$ cat src/rtl/obc_pkg.sv
package obc_pkg;

    typedef enum logic [1:0] {
        CLMP_EOL_PIX  = 2'd0,
        CLMP_DARK_ROW = 2'd1,
        CLMP_BOTH     = 2'd2,
        CLMP_OFF      = 2'd3
    } clamp_mode_e;

    typedef struct packed {
        logic obc_n;
        logic dcr_n;
        logic blank_n;
    } strobe_t;

    typedef struct packed {
        logic frame_q;
        logic line_q;
        logic pix_q;
    } sync_t;

    localparam strobe_t STROBE_IDLE = '{obc_n: 1'b1, dcr_n: 1'b1, blank_n: 1'b1};
    localparam sync_t   SYNC_IDLE   = '{frame_q: 1'b0, line_q: 1'b0, pix_q: 1'b0};

    function automatic logic in_win(input int unsigned v, input int unsigned lo,
                                    input int unsigned hi);
        return (v >= lo) && (v <= hi);
    endfunction

endpackage

$ cat src/rtl/obc_win_cmp.sv
module obc_win_cmp #(
    parameter int W  = 10,
    parameter int LO = 0,
    parameter int HI = 1
) (
    input  logic [W-1:0] val,
    output logic         hit
);
    import obc_pkg::*;

    always_comb hit = in_win(int'(val), LO, HI);

endmodule

$ cat src/rtl/obc_clamp_sel.sv
module obc_clamp_sel #(
    parameter int PIX_W       = 10,
    parameter int LINE_W      = 9,
    parameter int EOL_PIX_LO  = 696,
    parameter int EOL_PIX_HI  = 706,
    parameter int ROW_LINE_LO = 2,
    parameter int ROW_LINE_HI = 3,
    parameter int ROW_PIX_LO  = 100,
    parameter int ROW_PIX_HI  = 600
) (
    input  logic                  clk,
    input  logic                  rst,
    input  logic                  frame_start,
    input  logic [1:0]            mode_in,
    input  logic [PIX_W-1:0]      pix_cnt,
    input  logic [LINE_W-1:0]     line_cnt,
    output obc_pkg::clamp_mode_e  mode_q,
    output logic                  clamp_hit
);
    import obc_pkg::*;

    logic eol_hit, row_line_hit, row_pix_hit, row_hit;

    obc_win_cmp #(.W(PIX_W),  .LO(EOL_PIX_LO),  .HI(EOL_PIX_HI))
        u_eol  (.val(pix_cnt),  .hit(eol_hit));
    obc_win_cmp #(.W(LINE_W), .LO(ROW_LINE_LO), .HI(ROW_LINE_HI))
        u_rowl (.val(line_cnt), .hit(row_line_hit));
    obc_win_cmp #(.W(PIX_W),  .LO(ROW_PIX_LO),  .HI(ROW_PIX_HI))
        u_rowp (.val(pix_cnt),  .hit(row_pix_hit));

    assign row_hit = row_line_hit & row_pix_hit;

    always_ff @(posedge clk) begin
        if (rst)
            mode_q <= CLMP_EOL_PIX;
        else if (frame_start)
            mode_q <= clamp_mode_e'(mode_in);
    end

    always_comb begin
        unique case (mode_q)
            CLMP_EOL_PIX:  clamp_hit = eol_hit;
            CLMP_DARK_ROW: clamp_hit = row_hit;
            CLMP_BOTH:     clamp_hit = eol_hit | row_hit;
            default:       clamp_hit = 1'b0;
        endcase
    end

    AST_MODE_HOLD: assert property (@(posedge clk) disable iff (rst)
        !frame_start |=> $stable(mode_q));

    AST_MODE_LOAD: assert property (@(posedge clk) disable iff (rst)
        frame_start |=> (mode_q == $past(mode_in)));

endmodule

$ cat src/rtl/obc_sync_gen.sv
module obc_sync_gen #(
    parameter int PIX_W    = 10,
    parameter int LINE_PIX = 708
) (
    input  logic             clk,
    input  logic             rst,
    input  logic             frame_start,
    input  logic             frame_end,
    input  logic             line_xfer,
    input  logic [PIX_W-1:0] pix_cnt,
    output obc_pkg::sync_t   sync_q
);
    import obc_pkg::*;

    logic pix_in_line;

    obc_win_cmp #(.W(PIX_W), .LO(0), .HI(LINE_PIX - 1))
        u_pix (.val(pix_cnt), .hit(pix_in_line));

    always_ff @(posedge clk) begin
        if (rst) begin
            sync_q <= SYNC_IDLE;
        end else begin
            sync_q.line_q <= line_xfer;
            sync_q.pix_q  <= line_xfer & pix_in_line;
            if (frame_start || frame_end)
                sync_q.frame_q <= 1'b0;
            else if (line_xfer)
                sync_q.frame_q <= 1'b1;
        end
    end

    AST_LINE_FOLLOW: assert property (@(posedge clk) disable iff (rst)
        line_xfer |=> sync_q.line_q);

    AST_FRAME_DROP: assert property (@(posedge clk) disable iff (rst)
        frame_end |=> !sync_q.frame_q);

    AST_FRAME_HOLD: assert property (@(posedge clk) disable iff (rst)
        (sync_q.frame_q && !frame_start && !frame_end) |=> sync_q.frame_q);

    AST_PIX_INSIDE_LINE: assert property (@(posedge clk) disable iff (rst)
        sync_q.pix_q |-> sync_q.line_q);

endmodule

$ cat src/rtl/obc_strobe_gen.sv
module obc_strobe_gen #(
    parameter int LINE_PIX    = 708,
    parameter int MAX_LINES   = 512,
    parameter int VX_LEN      = 128,
    parameter int EOL_PIX_LO  = 696,
    parameter int EOL_PIX_HI  = 706,
    parameter int ROW_LINE_LO = 2,
    parameter int ROW_LINE_HI = 3,
    parameter int ROW_PIX_LO  = 100,
    parameter int ROW_PIX_HI  = 600,
    parameter int DCR_LO      = 2,
    parameter int DCR_HI      = 12,
    parameter int BLK_LO      = 1,
    parameter int BLK_HI      = 110,
    localparam int PIX_W      = $clog2(LINE_PIX),
    localparam int LINE_W     = $clog2(MAX_LINES),
    localparam int VX_W       = $clog2(VX_LEN)
) (
    input  logic              clk,
    input  logic              rst,
    input  logic [PIX_W-1:0]  pix_cnt,
    input  logic [LINE_W-1:0] line_cnt,
    input  logic [VX_W-1:0]   vx_cnt,
    input  logic [1:0]        clamp_mode,
    input  logic              frame_start,
    input  logic              line_xfer,
    input  logic              frame_end,
    output logic              obc_n,
    output logic              dcr_n,
    output logic              blank_n,
    output logic              frame_sync,
    output logic              line_sync,
    output logic              pix_sync
);
    import obc_pkg::*;

    clamp_mode_e mode_q;
    logic        clamp_hit, dcr_hit, blk_hit;
    strobe_t     strobe_q;
    sync_t       sync_q;

    obc_clamp_sel #(
        .PIX_W(PIX_W), .LINE_W(LINE_W),
        .EOL_PIX_LO(EOL_PIX_LO), .EOL_PIX_HI(EOL_PIX_HI),
        .ROW_LINE_LO(ROW_LINE_LO), .ROW_LINE_HI(ROW_LINE_HI),
        .ROW_PIX_LO(ROW_PIX_LO), .ROW_PIX_HI(ROW_PIX_HI)
    ) u_clamp (
        .clk(clk), .rst(rst), .frame_start(frame_start), .mode_in(clamp_mode),
        .pix_cnt(pix_cnt), .line_cnt(line_cnt), .mode_q(mode_q),
        .clamp_hit(clamp_hit)
    );

    obc_win_cmp #(.W(PIX_W), .LO(DCR_LO), .HI(DCR_HI))
        u_dcr (.val(pix_cnt), .hit(dcr_hit));
    obc_win_cmp #(.W(VX_W), .LO(BLK_LO), .HI(BLK_HI))
        u_blk (.val(vx_cnt), .hit(blk_hit));

    obc_sync_gen #(.PIX_W(PIX_W), .LINE_PIX(LINE_PIX)) u_sync (
        .clk(clk), .rst(rst), .frame_start(frame_start), .frame_end(frame_end),
        .line_xfer(line_xfer), .pix_cnt(pix_cnt), .sync_q(sync_q)
    );

    always_ff @(posedge clk) begin
        if (rst) begin
            strobe_q <= STROBE_IDLE;
        end else begin
            strobe_q.obc_n   <= ~clamp_hit;
            strobe_q.dcr_n   <= ~dcr_hit;
            strobe_q.blank_n <= ~blk_hit;
        end
    end

    assign obc_n      = strobe_q.obc_n;
    assign dcr_n      = strobe_q.dcr_n;
    assign blank_n    = strobe_q.blank_n;
    assign frame_sync = sync_q.frame_q;
    assign line_sync  = sync_q.line_q;
    assign pix_sync   = sync_q.pix_q;

    AST_CLAMP_OFF: assert property (@(posedge clk) disable iff (rst)
        (mode_q == CLMP_OFF) |=> obc_n);

    AST_EOL_CLAMP: assert property (@(posedge clk) disable iff (rst)
        (mode_q == CLMP_EOL_PIX && int'(pix_cnt) >= EOL_PIX_LO
         && int'(pix_cnt) <= EOL_PIX_HI) |=> !obc_n);

    AST_DCR_WIN: assert property (@(posedge clk) disable iff (rst)
        (int'(pix_cnt) >= DCR_LO && int'(pix_cnt) <= DCR_HI) |=> !dcr_n);

    AST_BLANK_WIN: assert property (@(posedge clk) disable iff (rst)
        (int'(vx_cnt) >= BLK_LO && int'(vx_cnt) <= BLK_HI) |=> !blank_n);

    AST_RESET_IDLE: assert property (@(posedge clk)
        rst |=> (obc_n && dcr_n && blank_n && !frame_sync && !line_sync && !pix_sync));

endmodule

$ cat config.mk
export PLATFORM = sky130hd
export DESIGN_NAME = obc_strobe_gen
export DESIGN_NICKNAME = d
export VERILOG_FILES = /design/src/rtl/obc_pkg.sv /design/src/rtl/obc_win_cmp.sv /design/src/rtl/obc_clamp_sel.sv /design/src/rtl/obc_sync_gen.sv /design/src/rtl/obc_strobe_gen.sv
export SDC_FILE = /design/constraint.sdc
export NUM_CORES = 1
export LEC_CHECK = 0
export BUFFER_PORTS_ARGS = -buffer_cell sky130_fd_sc_hd__clkbuf_2
export CORE_AREA = 2 2 39 41
export CTS_BUF_LIST = sky130_fd_sc_hd__clkbuf_8
export DETAILED_ROUTE_END_ITERATION = 10
export DIE_AREA = 0 0 41 43
export PLACE_DENSITY_LB_ADDON = 0.15
export SLEW_MARGIN = 20
export SYNTH_ARGS = -nofsm -noshare
export SYNTH_HDL_FRONTEND = slang
export SYNTH_SLANG_ARGS = --single-unit
$ cat constraint.sdc
create_clock -name clk -period 1.35 [get_ports clk]
set_clock_uncertainty 0.15 [all_clocks]
set_input_delay 0.2025 -clock clk [delete_from_list [all_inputs] [get_ports clk]]
set_output_delay 0.2025 -clock clk [all_outputs]
set_load 0.05 [all_outputs]
==> results of run 1 <==
[layout make-up]
cell class	count	area (sq um)
timing repair buffer	44	240.2
sequential	8	160.2
multi-input combinational	39	245.2
fill	135	676.9
clock buffer	3	41.29
tap	16	20.02
[worst reg2reg max path: stages (launching register included)]
cell      delay, ns
dfxtp_1        0.38
xor2_1         0.16
nand4_1        0.12
a221oi_1       0.22
a21oi_1        0.06
[stage by stage]
step	hold WS (ns)	cells	util	TNS (ns)	area (sq um)
after global placement	0.2174	106	0.4738	-0.1000	655.6
final	0.05364	110	0.5109	0	706.9
after CTS	0.05367	110	0.5109	0	706.9
after detailed placement	0.2235	106	0.4738	-0.09608	655.6
after floorplan	0.1306	48	-	0	409.1
after global routing	0.05984	110	0.5109	0	706.9
[cells in the final DEF, fill, tap and decap left out, types with 3 or more instances in the layout]
cell / count
buf_4: 6
clkbuf_2: 37
clkbuf_8: 3
dfxtp_1: 8
nand2_1: 4
nor2_1: 4
nor3_1: 4
nor4_1: 4
[worst max-delay path by stage]
stage / from / to
after floorplan: pix_cnt[3] / u_sync.sync_q[0]$_SDFF_PP0_
after global placement: pix_cnt[3] / u_sync.sync_q[0]$_SDFF_PP0_
after detailed placement: pix_cnt[3] / u_sync.sync_q[0]$_SDFF_PP0_
after CTS: pix_cnt[3] / u_sync.sync_q[0]$_SDFF_PP0_
after global routing: u_clamp.mode_q[0]$_SDFFE_PP0P_ / obc_n$_SDFF_PP1_
final: pix_cnt[3] / u_sync.sync_q[0]$_SDFF_PP0_
[power breakdown]
part	leakage [nW]	switching (W)	internal, W
clock network	0.0216	0.0000844	0.000192
registers	0.0659	0.00000487	0.000248
logic	0.253	0.0000734	0.0000690
[what timing repair did]
action,CTS,global route
buffers inserted,0,0
endpoints found under the hold margin,1,0
hold buffers,1,0
[logic make-up after synthesis]
family | share of synthesized area
muxes | 0.04893
and+or+nand+nor | 0.3180
xor gates and xnor gates | 0.02141
DFF | 0.3914
AOI/OAI and AO/OA | 0.2110
buffers and inverters | 0.009166
[layer usage]
layer | GRT usage | vias up | share of wire
li1 | - | 286 | -
met1 | 0.2104 | 232 | 0.45
met2 | 0.2281 | 21 | 0.47
met3 | 0.09424 | 0 | 0.081
met4 | 0.02000 | 0 | 0
met5 | 0 | - | 0
[sequential cells by signal (all words and copies together) (netlist names)]
signal / count
blank_n: 1
dcr_n: 1
obc_n: 1
u_clamp.mode_q: 2
u_sync.sync_q: 3
==> results.cfg, run 1 <==
[status]
status = finished, final reports clean

[synth]
synthFlopType = dfxtp_1
yosys-top-cells-count = 8 x dfxtp_1, 4 x nand2_1, 4 x nor2_1, 4 x nor3_1, 4 x nor4_1
yosysUniqueCellTypes = 25
seq_area_frac_synth = 0.3914
postSynthAreaPerCell_sq_um = 8.524
yosys.cell_count.top_type = dfxtp_1
synth_edf_count = 0
yosysTopAreaCell = dfxtp_1
synthCells = 48
yosysTopAreaCellShare = 0.3914
syn-cell-area_sq_um = 409.1
async_flop_share = 0
ys_seq_elements = 8
ys_top_cells_by_area = dfxtp_1 39%, nor4_1 6.1%, mux2i_1 4.9%
yosys_warnings = 0
synth_nets = 81

[timing]
fin_crit_sh = 0.9009
drv_slew = 0
post-route-min-period_ns = 1.216
slew_headroom = 0.7875
final_hold_viol_count = 0
worstMarginPinSlew_ns = 0.3147
fmax_mhz = 822.2
rsz0062_at_grt = no
final.setup.worst_slack_ns = 0.1338
setup_violations = 0

[final_layout]
layout-drive-gt1-share = 0.5000
num_antenna_cells = 0
area_delta_synth_final_pct = 72.78
num-nets-final = 129

[power]
fin_total_pwr_w = 0.0006716
ir_drop_v = 0.0009370
p_leak_nw = 0.3403
power.density_nw_per_um2 = 950.0

[route]
vias_per_cell = 4.900
num_vias = 539
wire_per_inst_um = 10.05
wl_um = 1105
ant_nets = 0
drc = 0
first_iter_violations = 5
first_pass_iters = 4

[floorplanning]
core.rowCount = 14
die_y_um = 43
die-width_um = 41
io_pins = 39
start_util = 0.2957
dieArea_sq_um = 1763
core_region_area_sq_um = 1384

[worst_setup_path]
crit_slowest_cell = or4_1
cp.depth = 4
crit_chain = clkbuf_2 -> or4_1 -> a31o_1 -> a21boi_2
cp_slowest_stage_delay_ns = 0.56
worstSetupEndpointType = flop
reg2reg_slack_ns = 0.14
reg2reg_to = obc_n$_SDFF_PP1_
critPathArrivalTime_ns = 1.23
path_delay_family = simple AND/OR/NAND/NOR gates
worst-path-buf-inv = 1
cp_max_fo = 2
crit_path_start_kind = input pin
critPathKind = in -> reg
reg2reg_from = u_clamp.mode_q[0]$_SDFFE_PP0P_
critPathRequiredTime_ns = 1.36
r2r_cells = 4

[grt]
grt_usage = 0.1600
grt_pass1_vias = 471
grt_pass1_wl_um = 1911
antenna_found_initial = 0
grt_max_degree = 9
overflow = 0

[clock_tree]
h-tree-depth = 1
cts_resized = 0
cts.clk_slew.worst_paths_ns = 0.04
cts_buffers = 3
clk_path_buf_depth = 2
tritoncts = done
cts_root_buffer = clkbuf_8
clkLatencyLatePin_ns = 0.22
cts_sinks = 8

[placed_design]
place_congestion = 0.7817
portBuffers = 37
dp_slack_ns = -0.09239
dpl.hpwl_um = 911.1

[worst_hold_path]
worstHoldEndpoint = u_sync.sync_q[2]$_SDFFE_PP0P_
hold_class = in -> reg
min_path_cells = 2
hp-start = frame_start

[flow_run]
max_cap_viol_count = 0
(Power assumes the default switching activity.)
==> inputs of run 2 (changes only) <==
Settings changed: ABC_AREA set to 1.
==> results.cfg, run 2 <==
[worst_setup_path]
cp_max_fo = 2
critPathArrivalTime_ns = 0.82
crit_path_start_kind = flop
worst-path-buf-inv = 1
path_delay_family = flip-flops
critPathRequiredTime_ns = 1.00
worstSetupEndpointType = primary output
critPathKind = reg -> out
cp_slowest_stage_delay_ns = 0.32
reg2reg_from = u_clamp.mode_q[0]$_SDFFE_PP0P_
reg2reg_slack_ns = 0.27
crit_chain = clkbuf_2
crit_slowest_cell = dfxtp_1
startpoint = u_sync.sync_q[2]$_SDFFE_PP0P_

[synth]
yosys-top-cells-count = 28 x nand2_1, 14 x inv_1, 8 x dfxtp_1, 8 x nor2_1
yosys.cell_count.top_type = nand2_1
syn-cell-area_sq_um = 518.0
synth_nets = 121
ys_top_cells_by_area = dfxtp_1 31%, nand2_1 20%, inv_1 10%
async_flop_share = 0
yosysTopAreaCell = dfxtp_1
seq_area_frac_synth = 0.3092
synth_edf_count = 0
synthFlopType = dfxtp_1
yosysTopAreaCellShare = 0.3092
ys_seq_elements = 8
yosysUniqueCellTypes = 18
postSynthAreaPerCell_sq_um = 5.886
synthCells = 88
yosys_warnings = 0

[route]
wl_met1_um = 535
vias_per_cell = 4.641
wl_um = 1193
first_iter_violations = 5
top_layer_used = met3
first_pass_iters = 4
num_vias = 673
drc = 0
ant_nets = 0
wire_per_inst_um = 8.228
wl_met3_um = 95
met2_length_um = 562

[placed_design]
portBuffers = 37
place_congestion = 0.7772
dp_slack_ns = 0.2015
dpl.hpwl_um = 1068
postPlaceCellArea_sq_um = 723.2

[clock_tree]
clkLatencyLatePin_ns = 0.22
cts_sinks = 8
cts.clk_slew.worst_paths_ns = 0.04
tritoncts = done
h-tree-depth = 1
post_cts_buffers = 0
cts_buffers = 3
clk_path_buf_depth = 2
cts_root_buffer = clkbuf_8

[timing]
fin_crit_sh = 0.8663
worstMarginPinSlew_ns = 0.2861
fin_hold_ws_ns = 0.005003
final.setup.worst_slack_ns = 0.1805
post-route-min-period_ns = 1.169
fmax_mhz = 855.1
final_hold_viol_count = 0
tns_ns = 0
setup_violations = 0
rsz0062_at_grt = no
slew_headroom = 0.8101
drv_slew = 0

[final_layout]
layout-drive-gt1-share = 0.3798
num-nets-final = 164
final_cell_mix = 37 x clkbuf_2, 28 x nand2_1, 14 x inv_1
area_delta_synth_final_pct = 49.52
mostFrequentLayoutCell = clkbuf_2
num_antenna_cells = 0
largest_registers = u_sync.sync_q x3, u_clamp.mode_q x2
top_register = u_sync.sync_q
largest_reg_flops = 3
finalInstanceArea_sq_um = 774.5

[worst_hold_path]
hp-start = frame_start
hold_class = in -> reg

[floorplanning]
start_util = 0.3743
core_region_area_sq_um = 1384
core.rowCount = 14
die_y_um = 43
io_pins = 39
dieArea_sq_um = 1763
die-width_um = 41

[power]
power.density_nw_per_um2 = 880.7
ir_drop_v = 0.0005938
fin_total_pwr_w = 0.0006821
p_leak_nw = 0.4446

[flow_run]
max_cap_viol_count = 0

[status]
status = finished, final reports clean

[grt]
antenna_found_initial = 0
grt_pass1_wl_um = 2014
grt_max_degree = 7
grt_pass1_vias = 567
grt_usage = 0.1591
overflow = 0
## run 2: cell count changes in the layout (fill, tap and decap cells not counted), moves of 2 or more
cell / before / now
mux2i_1: 2 / 0
nand2_2: 0 / 3
buf_4: 6 / 0
nand3_1: 1 / 5
inv_1: 0 / 14
inv_2: 0 / 3
nor2_1: 4 / 8
nand2_1: 4 / 28
nor4_1: 4 / 2
## run 2: area by class of cell
| type | instances | area, sq um |
|---|---|---|
| fill | 146 | 609.3 |
| multi-input combinational | 62 | 290.3 |
| timing repair buffer | 38 | 195.2 |
| sequential | 8 | 160.2 |
| inverter | 18 | 67.56 |
| clock buffer | 3 | 41.29 |
| tap | 16 | 20.02 |
## run 2: final timing paths
kind                                                       end  cells after the start
worst max-delay path                                frame_sync                      1
worst min-delay path             u_sync.sync_q[2]$_SDFFE_PP0P_                      2
worst max register to register                obc_n$_SDFF_PP1_                      8
worst min register to register  u_clamp.mode_q[1]$_SDFFE_PP0P_                      2
## run 2: cell families (layout without fill, tap and decap cells)
logic type	count (synthesis)	after routing	share of synthesized area
buffers and inverters	18	59	0.1304
flip-flops	8	8	0.3092
AND/OR/NAND/NOR	54	54	0.4638
AO/OA/AOI/OAI	8	8	0.09662
## run 2: routing by layer
metal	up-vias	GRT usage
met2	23	0.2563
met5	-	0
met3	0	0.04712
met4	0	0.06000
met1	289	0.1883
li1	361	-
## run 2: where the power goes
part           internal [W]  leakage, nW  switching [W]  total (W)
clock network      0.000192       0.0216      0.0000840   0.000276
registers          0.000248       0.0660     0.00000402   0.000252
logic             0.0000628        0.357      0.0000908   0.000154
## run 2: stage by stage
step / util / instances
floorplan: - / 88
global route: 0.5597 / 145
detailed placement: 0.5226 / 141
global placement: 0.5226 / 141
finish: 0.5597 / 145
CTS: 0.5597 / 145
## run 2: repair_timing
item                                   4_1_cts  5_1_grt
hold buffers                                 1        0
endpoints found under the hold margin        1        0
gates resized for setup                      0        0
